`src/rtl/wrb_pkg.sv`:
```
package wrb_pkg;
  // elements in a full burst and in a chopped burst
  localparam int unsigned ELEMS      = 8;
  localparam int unsigned CHOP_ELEMS = 4;
  localparam int unsigned ECW        = $clog2(ELEMS);
endpackage

```
`src/rtl/wrb_lat_line.sv`:
```
// Command token delay line: a token written at tap 2*WL-1 reaches tap 0
// one tick before the first data tick of its burst.
module wrb_lat_line #(
  parameter int unsigned WL_MIN = 5,
  parameter int unsigned WL_MAX = 16,
  parameter int unsigned WLW    = 5
) (
  input  logic           clk,
  input  logic           rst_n,
  input  logic           push,
  input  logic [WLW-1:0] wl,
  output logic           tap0,
  output logic           tap1,
  output logic           tap2
);
  localparam int unsigned TOKN = 2 * WL_MAX;
  localparam int unsigned TW   = $clog2(TOKN);

  logic [TOKN-1:0] tok_q, tok_d;
  logic [WLW-1:0]  wl_c;
  logic [WLW:0]    tap_full;
  logic [TW-1:0]   tap_idx;

  always_comb begin
    if (wl < WLW'(WL_MIN))      wl_c = WLW'(WL_MIN);
    else if (wl > WLW'(WL_MAX)) wl_c = WLW'(WL_MAX);
    else                        wl_c = wl;
    tap_full = {wl_c, 1'b0} - (WLW+1)'(1);
    tap_idx  = tap_full[TW-1:0];
  end

  always_comb begin
    tok_d = tok_q >> 1;
    if (push) tok_d[tap_idx] = 1'b1;
  end

  always_ff @(posedge clk or negedge rst_n) begin
    if (!rst_n) tok_q <= '0;
    else        tok_q <= tok_d;
  end

  assign tap0 = tok_q[0];
  assign tap1 = tok_q[1];
  assign tap2 = tok_q[2];
endmodule

```
`src/rtl/wrb_burst_store.sv`:
```
// In-order storage of captured burst payloads, one entry per waiting command.
module wrb_burst_store
  import wrb_pkg::*;
#(
  parameter int unsigned DW    = 16,
  parameter int unsigned NB    = 2,
  parameter int unsigned DEPTH = 6
) (
  input  logic                clk,
  input  logic                rst_n,
  input  logic                push,
  input  logic [ELEMS*DW-1:0] in_data,
  input  logic [ELEMS*NB-1:0] in_mask,
  input  logic                in_chop,
  input  logic                pop,
  output logic [ELEMS*DW-1:0] head_data,
  output logic [ELEMS*NB-1:0] head_mask,
  output logic                head_chop
);
  localparam int unsigned PW = (DEPTH > 1) ? $clog2(DEPTH) : 1;

  logic [ELEMS*DW-1:0] ent_data [DEPTH];
  logic [ELEMS*NB-1:0] ent_mask [DEPTH];
  logic [DEPTH-1:0]    ent_chop;
  logic [DEPTH-1:0]    ent_we;
  logic [PW-1:0]       wp_q, wp_d, rp_q, rp_d;

  function automatic logic [PW-1:0] ptr_inc(input logic [PW-1:0] p);
    return (p == PW'(DEPTH-1)) ? '0 : p + PW'(1);
  endfunction

  always_comb begin
    wp_d = push ? ptr_inc(wp_q) : wp_q;
    rp_d = pop  ? ptr_inc(rp_q) : rp_q;
  end

  always_ff @(posedge clk or negedge rst_n) begin
    if (!rst_n) begin
      wp_q <= '0;
      rp_q <= '0;
    end else begin
      wp_q <= wp_d;
      rp_q <= rp_d;
    end
  end

  for (genvar g = 0; g < DEPTH; g++) begin : g_ent
    assign ent_we[g] = push && (wp_q == PW'(g));
    always_ff @(posedge clk) begin
      if (ent_we[g]) begin
        ent_data[g] <= in_data;
        ent_mask[g] <= in_mask;
        ent_chop[g] <= in_chop;
      end
    end
  end

  assign head_data = ent_data[rp_q];
  assign head_mask = ent_mask[rp_q];
  assign head_chop = ent_chop[rp_q];
endmodule

```
`src/rtl/wrb_lane_seq.sv`:
```
// Per-tick pin sequencer: data elements, strobe toggling, preamble/postamble.
module wrb_lane_seq
  import wrb_pkg::*;
#(
  parameter int unsigned DW = 16,
  parameter int unsigned NB = 2
) (
  input  logic                clk,
  input  logic                rst_n,
  input  logic                start,
  input  logic                near,
  input  logic [ELEMS*DW-1:0] head_data,
  input  logic [ELEMS*NB-1:0] head_mask,
  input  logic                head_chop,
  output logic                pop,
  output logic [DW-1:0]       dq,
  output logic [NB-1:0]       dm,
  output logic                dq_oe,
  output logic                dqs,
  output logic                dqs_oe
);
  logic [ELEMS*DW-1:0] pend_q, pend_d;
  logic [ELEMS*NB-1:0] mpend_q, mpend_d;
  logic [ECW-1:0]      cnt_q, cnt_d;
  logic                pend_en;
  logic [DW-1:0]       dq_q, dq_d;
  logic [NB-1:0]       dm_q, dm_d;
  logic                dq_oe_q, dq_oe_d, dqs_q, dqs_d, dqs_oe_q, dqs_oe_d;

  always_comb begin
    pop      = 1'b0;
    pend_en  = 1'b0;
    pend_d   = pend_q;
    mpend_d  = mpend_q;
    cnt_d    = cnt_q;
    dq_d     = '0;
    dm_d     = '0;
    dq_oe_d  = 1'b0;
    dqs_d    = 1'b0;
    dqs_oe_d = 1'b0;
    if (cnt_q != '0) begin
      // next element on the next strobe edge
      pend_en  = 1'b1;
      dq_d     = pend_q[DW-1:0];
      dm_d     = mpend_q[NB-1:0];
      dq_oe_d  = 1'b1;
      dqs_oe_d = 1'b1;
      dqs_d    = ~dqs_q;
      pend_d   = pend_q >> DW;
      mpend_d  = mpend_q >> NB;
      cnt_d    = cnt_q - ECW'(1);
    end else if (start) begin
      // element 0 with the rising strobe edge
      pop      = 1'b1;
      pend_en  = 1'b1;
      dq_d     = head_data[DW-1:0];
      dm_d     = head_mask[NB-1:0];
      dq_oe_d  = 1'b1;
      dqs_oe_d = 1'b1;
      dqs_d    = 1'b1;
      pend_d   = head_data >> DW;
      mpend_d  = head_mask >> NB;
      cnt_d    = head_chop ? ECW'(CHOP_ELEMS-1) : ECW'(ELEMS-1);
    end else if (near || dq_oe_q) begin
      // preamble ahead of a burst, or postamble after the last element
      dqs_oe_d = 1'b1;
    end
  end

  always_ff @(posedge clk or negedge rst_n) begin
    if (!rst_n) begin
      pend_q  <= '0;
      mpend_q <= '0;
      cnt_q   <= '0;
    end else if (pend_en) begin
      pend_q  <= pend_d;
      mpend_q <= mpend_d;
      cnt_q   <= cnt_d;
    end
  end

  always_ff @(posedge clk or negedge rst_n) begin
    if (!rst_n) begin
      dq_q     <= '0;
      dm_q     <= '0;
      dq_oe_q  <= 1'b0;
      dqs_q    <= 1'b0;
      dqs_oe_q <= 1'b0;
    end else begin
      dq_q     <= dq_d;
      dm_q     <= dm_d;
      dq_oe_q  <= dq_oe_d;
      dqs_q    <= dqs_d;
      dqs_oe_q <= dqs_oe_d;
    end
  end

  assign dq     = dq_q;
  assign dm     = dm_q;
  assign dq_oe  = dq_oe_q;
  assign dqs    = dqs_q;
  assign dqs_oe = dqs_oe_q;
endmodule

```
`src/rtl/wrburst_phy.sv`:
```
module wrburst_phy
  import wrb_pkg::*;
#(
  parameter int unsigned DW     = 16,
  parameter int unsigned NB     = DW / 8,
  parameter int unsigned WL_MIN = 5,
  parameter int unsigned WL_MAX = 16,
  parameter int unsigned TCCD   = 4,
  parameter int unsigned WLW    = $clog2(WL_MAX + 1)
) (
  input  logic                clk,
  input  logic                rst_n,
  input  logic                cmd_wr,
  input  logic                cmd_chop,
  input  logic [WLW-1:0]      cmd_wl,
  input  logic [ELEMS*DW-1:0] cmd_data,
  input  logic [ELEMS*NB-1:0] cmd_mask,
  output logic [DW-1:0]       dq_out,
  output logic                dq_oe,
  output logic [NB-1:0]       dm_out,
  output logic                strobe_out,
  output logic                strobe_oe
);
  localparam int unsigned STORE_DEPTH = WL_MAX / TCCD + 2;

  logic rst_meta_q, rst_sync_q;
  logic tap0, tap1, tap2, pop;
  logic [ELEMS*DW-1:0] head_data;
  logic [ELEMS*NB-1:0] head_mask;
  logic head_chop;

  // asynchronous assertion, synchronous release
  always_ff @(posedge clk or negedge rst_n) begin
    if (!rst_n) begin
      rst_meta_q <= 1'b0;
      rst_sync_q <= 1'b0;
    end else begin
      rst_meta_q <= 1'b1;
      rst_sync_q <= rst_meta_q;
    end
  end

  wrb_lat_line #(.WL_MIN(WL_MIN), .WL_MAX(WL_MAX), .WLW(WLW)) u_lat (
    .clk(clk), .rst_n(rst_sync_q), .push(cmd_wr), .wl(cmd_wl),
    .tap0(tap0), .tap1(tap1), .tap2(tap2)
  );

  wrb_burst_store #(.DW(DW), .NB(NB), .DEPTH(STORE_DEPTH)) u_store (
    .clk(clk), .rst_n(rst_sync_q), .push(cmd_wr),
    .in_data(cmd_data), .in_mask(cmd_mask), .in_chop(cmd_chop),
    .pop(pop), .head_data(head_data), .head_mask(head_mask),
    .head_chop(head_chop)
  );

  wrb_lane_seq #(.DW(DW), .NB(NB)) u_seq (
    .clk(clk), .rst_n(rst_sync_q), .start(tap0), .near(tap1 | tap2),
    .head_data(head_data), .head_mask(head_mask), .head_chop(head_chop),
    .pop(pop), .dq(dq_out), .dm(dm_out), .dq_oe(dq_oe),
    .dqs(strobe_out), .dqs_oe(strobe_oe)
  );
endmodule

```
`config.mk`:
```
export PLATFORM = sky130hd
export DESIGN_NAME = wrburst_phy
export DESIGN_NICKNAME = d
export VERILOG_FILES = /design/src/rtl/wrb_pkg.sv /design/src/rtl/wrb_lat_line.sv /design/src/rtl/wrb_burst_store.sv /design/src/rtl/wrb_lane_seq.sv /design/src/rtl/wrburst_phy.sv
export SDC_FILE = /design/constraint.sdc
export NUM_CORES = 1
export LEC_CHECK = 0
export BUFFER_PORTS_ARGS = -buffer_cell sky130_fd_sc_hd__buf_2
export CAP_MARGIN = 15
export CORE_ASPECT_RATIO = 0.7
export CORE_MARGIN = 2
export CORE_UTILIZATION = 60
export CTS_CLUSTER_DIAMETER = 120
export DETAILED_ROUTE_END_ITERATION = 12
export GPL_TIMING_DRIVEN = 0
export PLACE_DENSITY = 0.77
export SLEW_MARGIN = 0
export SYNTH_ARGS = -nofsm -noshare
export SYNTH_HDL_FRONTEND = slang
export SYNTH_HIERARCHICAL = 1
export SYNTH_SLANG_ARGS = --single-unit
```
`constraint.sdc`:
```
create_clock -name clk -period 11.8 [get_ports clk]
set_input_delay 2.36 -clock clk [delete_from_list [all_inputs] [get_ports clk]]
set_output_delay 2.36 -clock clk [all_outputs]
set_load 0.05 [all_outputs]
```
==> results of run 1 <==
[cells in the mapped netlist, types with 2 or more instances]
library cell / count
mux2i_1: 329
o221ai_2: 100
inv_1: 29
mux2_4: 139
buf_6: 21
o21bai_1: 2
o21ai_0: 3
xor2_1: 2
a21oi_1: 2
nand2b_1: 3
a211oi_1: 2
nor2_1: 24
nor2b_1: 3
o21ai_1: 2
edfxtp_1: 870
buf_1: 11
dfrtp_1: 190
nand2_1: 171
clkbuf_1: 21
buf_4: 36
or2_1: 2
nor3_1: 4
and2_1: 3
o31ai_1: 5
a31o_2: 8
buf_2: 42
o221ai_1: 45
ha_1: 4
nand3b_1: 3
mux2_2: 219
mux2_1: 3
[flip-flops by register name (all words and copies together), names as in the netlist]
name	flops
rst_meta_q	1
rst_sync_q	1
u_lat/tok_q	32
u_seq/cnt_q	3
u_seq/dm	2
u_seq/dq	16
u_seq/dq_oe	1
u_seq/dqs	1
u_seq/dqs_oe	1
u_seq/mpend_q	14
u_seq/pend_q	112
u_store/ent_chop	6
u_store/ent_data	768
u_store/ent_mask	96
u_store/rp_q	3
u_store/wp_q	3
[area by class of cell]
class,count,area share
Clock inverter,42,0.00730
Inverter,30,0.00229
Buffer,131,0.0170
Sequential cell,1060,0.628
Timing Repair Buffer,257,0.0398
Multi-Input combinational cell,1090,0.224
Antenna cell,5,0.000254
Tap cell,954,0.0243
Clock buffer,135,0.0567
[metal layers]
metal | global-route usage | wire, um
met5 | 0 | 115
met4 | 0.0635 | 1810
met3 | 0.0563 | 7160
met2 | 0.418 | 45700
met1 | 0.380 | 41000
[power by group]
group	leakage, nW	internal, mW	switching (mW)
Clock	1.56	1.78	1.31
Combinational	6.89	1.75	2.41
Sequential	10.4	4.73	0.231
[final timing paths]
kind	startpoint	end	cells after the start
worst max-delay path	cmd_wr	u_store/ent_data[1][81]	12
worst min-delay path	rst_meta_q	rst_sync_q	0
worst max register to register	u_store/wp_q[0]	u_store/ent_data[1][81]	10
worst min register to register	rst_meta_q	rst_sync_q	0
max in group asynchronous	rst_n	rst_sync_q	1
min in group asynchronous	rst_sync_q	u_seq/dqs_oe	0
[cell families (layout without fill, tap and decap cells)]
family                     count (synthesis)  in the layout  share of synthesized area
buffers and inverters                    161            595                     0.0222
other                                      1              6                  0.0000876
and+or+nand+nor                          218            218                     0.0208
muxes                                    690            690                      0.184
DFF                                     1060           1060                      0.721
adders and majority gates                  4              4                    0.00117
xor gates and xnor gates                   4              4                    0.00117
AOI/OAI and AO/OA                        173            173                     0.0492
[per-stage QoR]
stage                      util  power (mW)
after global routing      0.700        12.7
after global placement    0.639        9.16
after floorplan               -        7.92
after detailed placement  0.655        9.16
final                     0.700        12.2
after CTS                 0.700        12.2
[critical path, stage by stage]
cell and delay (ps):
buf_2 130, clkbuf_1 310, nand2_1 200, nor3_2 600, buf_6 240, buf_6 160, buf_6 180, buf_6 180
buf_6 190, buf_6 200, buf_8 160, buf_6 150
==> metrics.cfg, run 1 <==
[yosys]
syn_inst = 2311
ys.flop_type = edfxtp_1
synth_top_area_frac = 0.610
synth_warnings = 6
async_reset_ff_frac = 0.179
ys_seq_elements = 1060
synth.avg_cell_area_um2 = 18.5
ys_top_cells_by_area = edfxtp_1 (61%), dfrtp_1 (11%), mux2i_1 (7.7%)
synth_area_um2 = 42800
synth_cell_type_count = 44
synth_seq_area_share = 0.721
synth_top_cell_by_area = edfxtp_1
syn_nets = 2468
synth_enable_flop_cells = 870

[routing]
dr.pass1.iters = 7
dr.first_iter.drc_count = 2343
drt-total-wl_um = 95900
viasPerCell = 5.97
drcViolationCount = 0
antenna_left = 0
wl_per_cell_um = 25.9
num_vias = 22100

[clocking]
postCtsResizedCells = 0
clk_latency_ps = 660
cts_tree = built
cts_made_buffers = 95
clk_path_buf_depth = 3
post_cts_buffers = 0
cts_hold_buf = 0
h-tree-depth = 3
clkSlewWorstSetupHoldPaths_ps = 60
cts_sinks = 1060
root_buffer = clkbuf_16

[die]
num_rows = 81
core-area_um2 = 70200
ios = 174
die_y_um = 227
die_area_um2 = 73500
initial_utilization = 0.610
die-width_um = 323

[timing]
skew_ps = 17.3
hold-worst-slack_ps = 349
rsz0062_at_grt = no
period_minus_slack_ps = 4750
slew_viol_final = 0
timing.fmax_mhz = 211
fin_tns_setup_ps = 0
relSlewSlack = 0.316
setup_viol = 0
worst_slew_pin_slew_ps = 1030
finalHoldViolCount = 0
fin_ws_ps = 7050
min_period_over_period = 0.403

[global_route]
grt_max_degree = 71
antenna_found_initial = 14
grt-ovfl-total = 0
grt.total_usage = 0.264
grt_pass1_vias = 22600
grt_pass1_wl_um = 142000

[power]
p_per_area_nw_per_um2 = 248
leakage_nw = 18.9
ir_drop_uv = 142

[placement]
placed_area_um2 = 46000
pre_cts_slack_ps = 6420
port_buffers = 173
dp_hpwl_um = 66000
placedCellCount = 3522
gp_congestion = 0.817

[worst_setup_path]
start_kind = primary input
worstSetupEndpointType = register
r2r_setup_slack_ps = 8670
crit_fanout = 11
critical_path_required_ps = 12160
cp.arrival_ps = 5110
critPathKind = in -> reg

[cells_and_area]
fin_area_um2 = 49200
synthToLayoutAreaGrowth_pct = 14.9
fin_nets = 2822
fill_cells = 4328
drive_above_1_share = 0.356
layout_commonest_cell = edfxtp_1
layout.cells.non_filler = 3704
multi_input_area_um2 = 11000
final_cell_mix = edfxtp_1 (870), mux2i_1 (329), mux2_2 (219), buf_2 (215), dfrtp_1 (189)
regArea_um2 = 30900

[worst_hold_path]
min_path_type = reg -> reg

[job]
drv_cap = 0

[run_status]
status = finished, final reports clean

Note: power is estimated with default switching activity, not from simulation.
==> run 2, diff against run 1 <==
--- a/config.mk
+++ b/config.mk
@@ -9,11 +9,11 @@
 export CAP_MARGIN = 15
 export CORE_ASPECT_RATIO = 0.7
 export CORE_MARGIN = 2
-export CORE_UTILIZATION = 60
+export CORE_UTILIZATION = 56
 export CTS_CLUSTER_DIAMETER = 120
 export DETAILED_ROUTE_END_ITERATION = 12
 export GPL_TIMING_DRIVEN = 0
-export PLACE_DENSITY = 0.77
+export PLACE_DENSITY = 0.75
 export SLEW_MARGIN = 0
 export SYNTH_ARGS = -nofsm -noshare
 export SYNTH_HDL_FRONTEND = slang
==> constraint.sdc (replaced) <==
create_clock -name clk -period 4 [get_ports clk]
set_input_delay 0.8 -clock clk [delete_from_list [all_inputs] [get_ports clk]]
set_output_delay 0.8 -clock clk [all_outputs]
set_load 0.05 [all_outputs]
==> run 2 against run 1 <==
Cell count up 0.76%. Flip-flop and latch count unchanged. Largest power group unchanged. Setup slack got worse by 6300 ps. Sequential power rose to 3.0 times the previous value. Power grew to 3.0 times the previous value. Die area increased by 7.0%.
==> metrics.cfg, run 2 (synthesized netlist as in run 1, its figures left out) <==
[clocking]
cts_sinks = 1060
clk_latency_ps = 670
cts_tree = built
cts_hold_buf = 1
postCtsResizedCells = 0
root_buffer = clkbuf_16
clkSlewWorstSetupHoldPaths_ps = 70
h-tree-depth = 3
cts_made_buffers = 98
clk_path_buf_depth = 3
post_cts_buffers = 0

[die]
ios = 174
initial_utilization = 0.568
die-width_um = 334
die_y_um = 235
die_area_um2 = 78700
core-area_um2 = 75400
num_rows = 84

[timing]
worst_slew_pin_slew_ps = 1070
min_period_over_period = 0.808
relSlewSlack = 0.287
rsz0062_at_grt = no
finalHoldViolCount = 0
skew_ps = 19.6
hold-worst-slack_ps = 347
slew_viol_final = 0
setup_viol = 0
timing.fmax_mhz = 310
period_minus_slack_ps = 3230

[global_route]
grt.total_usage = 0.245
grt-ovfl-total = 0
antenna_found_initial = 24
grt_pass1_vias = 22700
grt_pass1_wl_um = 143000
grt_max_degree = 72

[worst_setup_path]
worst_setup_path_startpoint = u_store/wp_q[1]
cp.arrival_ps = 3600
timing.rr.end = u_store/ent_data[2][54]
worstSetupEndpointType = register
start_kind = register
cp_top_family = buffers and inverters
crit_fanout = 11
path_common_cell = buf_6
critical_path_required_ps = 4370
crit_chain = nor4bb_4 > buf_6 > buf_8 > buf_8 > buf_6 > buf_6 > buf_6 > buf_6
critPathKind = reg -> reg
r2r_setup_slack_ps = 770
worst-path-buf-inv = 7
rr_worst_depth = 8
worst_path_max_delay_cell = nor4bb_4
slowest_delay_ps = 900
r2r_start = u_store/wp_q[1]

[cells_and_area]
synthToLayoutAreaGrowth_pct = 15.5
reg_top3 = u_store/ent_data: 768 flops, u_seq/pend_q: 112 flops, u_store/ent_mask: 96 flops
final_cell_mix = edfxtp_1 (870), mux2i_1 (329), mux2_2 (219), buf_2 (215), dfrtp_1 (189)
largest_register = u_store/ent_data
largest_reg_flops = 768
fin_nets = 2807
fin_area_um2 = 49400
drive_above_1_share = 0.354
utilization = 0.656
layout.cells.non_filler = 3732
layout_commonest_cell = edfxtp_1

[routing]
drcViolationCount = 0
dr.first_iter.drc_count = 2037
drt-total-wl_um = 96500
wl_per_cell_um = 25.9
viasPerCell = 5.89
antenna_left = 0
dr.pass1.iters = 5
num_vias = 22000

[placement]
dp_hpwl_um = 65500
placed_area_um2 = 46200
placedCellCount = 3538
gp_congestion = 0.808
port_buffers = 173

[run_status]
status = finished, final reports clean

[power]
p_per_area_nw_per_um2 = 734
swShare = 0.325
ir_drop_uv = 384
p_sw_mw = 11.8
leakage_nw = 18.9
internal-power_mw = 24.5
comb_power_share = 0.340
clockPowerShare = 0.256
p_seq_frac = 0.404

[job]
drv_cap = 0

[worst_hold_path]
min_to = u_lat/tok_q[16]
hold_depth = 0
min_path_type = reg -> reg
hp-start = u_lat/tok_q[17]

==> run 2: area by class of cell <==
class | instances | area [um2]
Antenna cell | 10 | 25.0
Buffer | 131 | 858
Clock buffer | 132 | 2810
Clock inverter | 51 | 410
Fill cell | 4909 | 25900
Inverter | 30 | 113
Multi-Input combinational cell | 1090 | 11100
Sequential cell | 1060 | 30900
Tap cell | 989 | 1240
Timing Repair Buffer | 239 | 2050
==> run 2: worst register-to-register path, delay by kind of cell (launching register included) <==
kind / cells / cell delay, ps
flip-flops: 1 / 610
buffers and inverters: 7 / 1430
AND/OR/NAND/NOR: 1 / 900
==> run 2: how the worst max path moves through the flow <==
stage / endpoint / slack, ps / cells past startpoint
2_1_floorplan: u_store/ent_chop[2] / -2080 / 2
3_3_place_gp: u_store/ent_data[2][57] / -6460 / 3
3_5_place_dp: u_store/ent_data[2][57] / 370 / 10
4_1_cts: u_store/ent_data[2][54] / 700 / 8
5_1_grt: u_store/ent_data[2][54] / 600 / 8
6_report: u_store/ent_data[2][54] / 770 / 8
==> run 2: power by group through the flow <==
stage	clock [mW]	sequential, mW	combinational (mW)
2_1_floorplan	0	15.1	7.99
3_3_place_gp	0	15.2	11.4
3_5_place_dp	0	14.9	12.2
4_1_cts	9.43	14.7	12.3
5_1_grt	9.88	14.8	13.0
6_report	9.28	14.7	12.3
==> run 2: metal layers <==
| layer | global-route usage | vias up | share of wire |
|---|---|---|---|
| li1 | - | 9723 | - |
| met1 | 0.350 | 11400 | 0.44 |
| met2 | 0.380 | 725 | 0.47 |
| met3 | 0.0623 | 144 | 0.075 |
| met4 | 0.0646 | 20 | 0.020 |
| met5 | 0 | - | 0.0012 |
==> run 2: per-stage QoR <==
stage / setup TNS [ps] / total power [mW] / setup slack [ps]
final: 0 / 36.3 / 769
after global routing: 0 / 37.7 / 603
after CTS: 0 / 36.4 / 705
after detailed placement: 0 / 27.1 / 374
after global placement: -4945580 / 26.6 / -6460
after floorplan: -1430260 / 23.1 / -2080
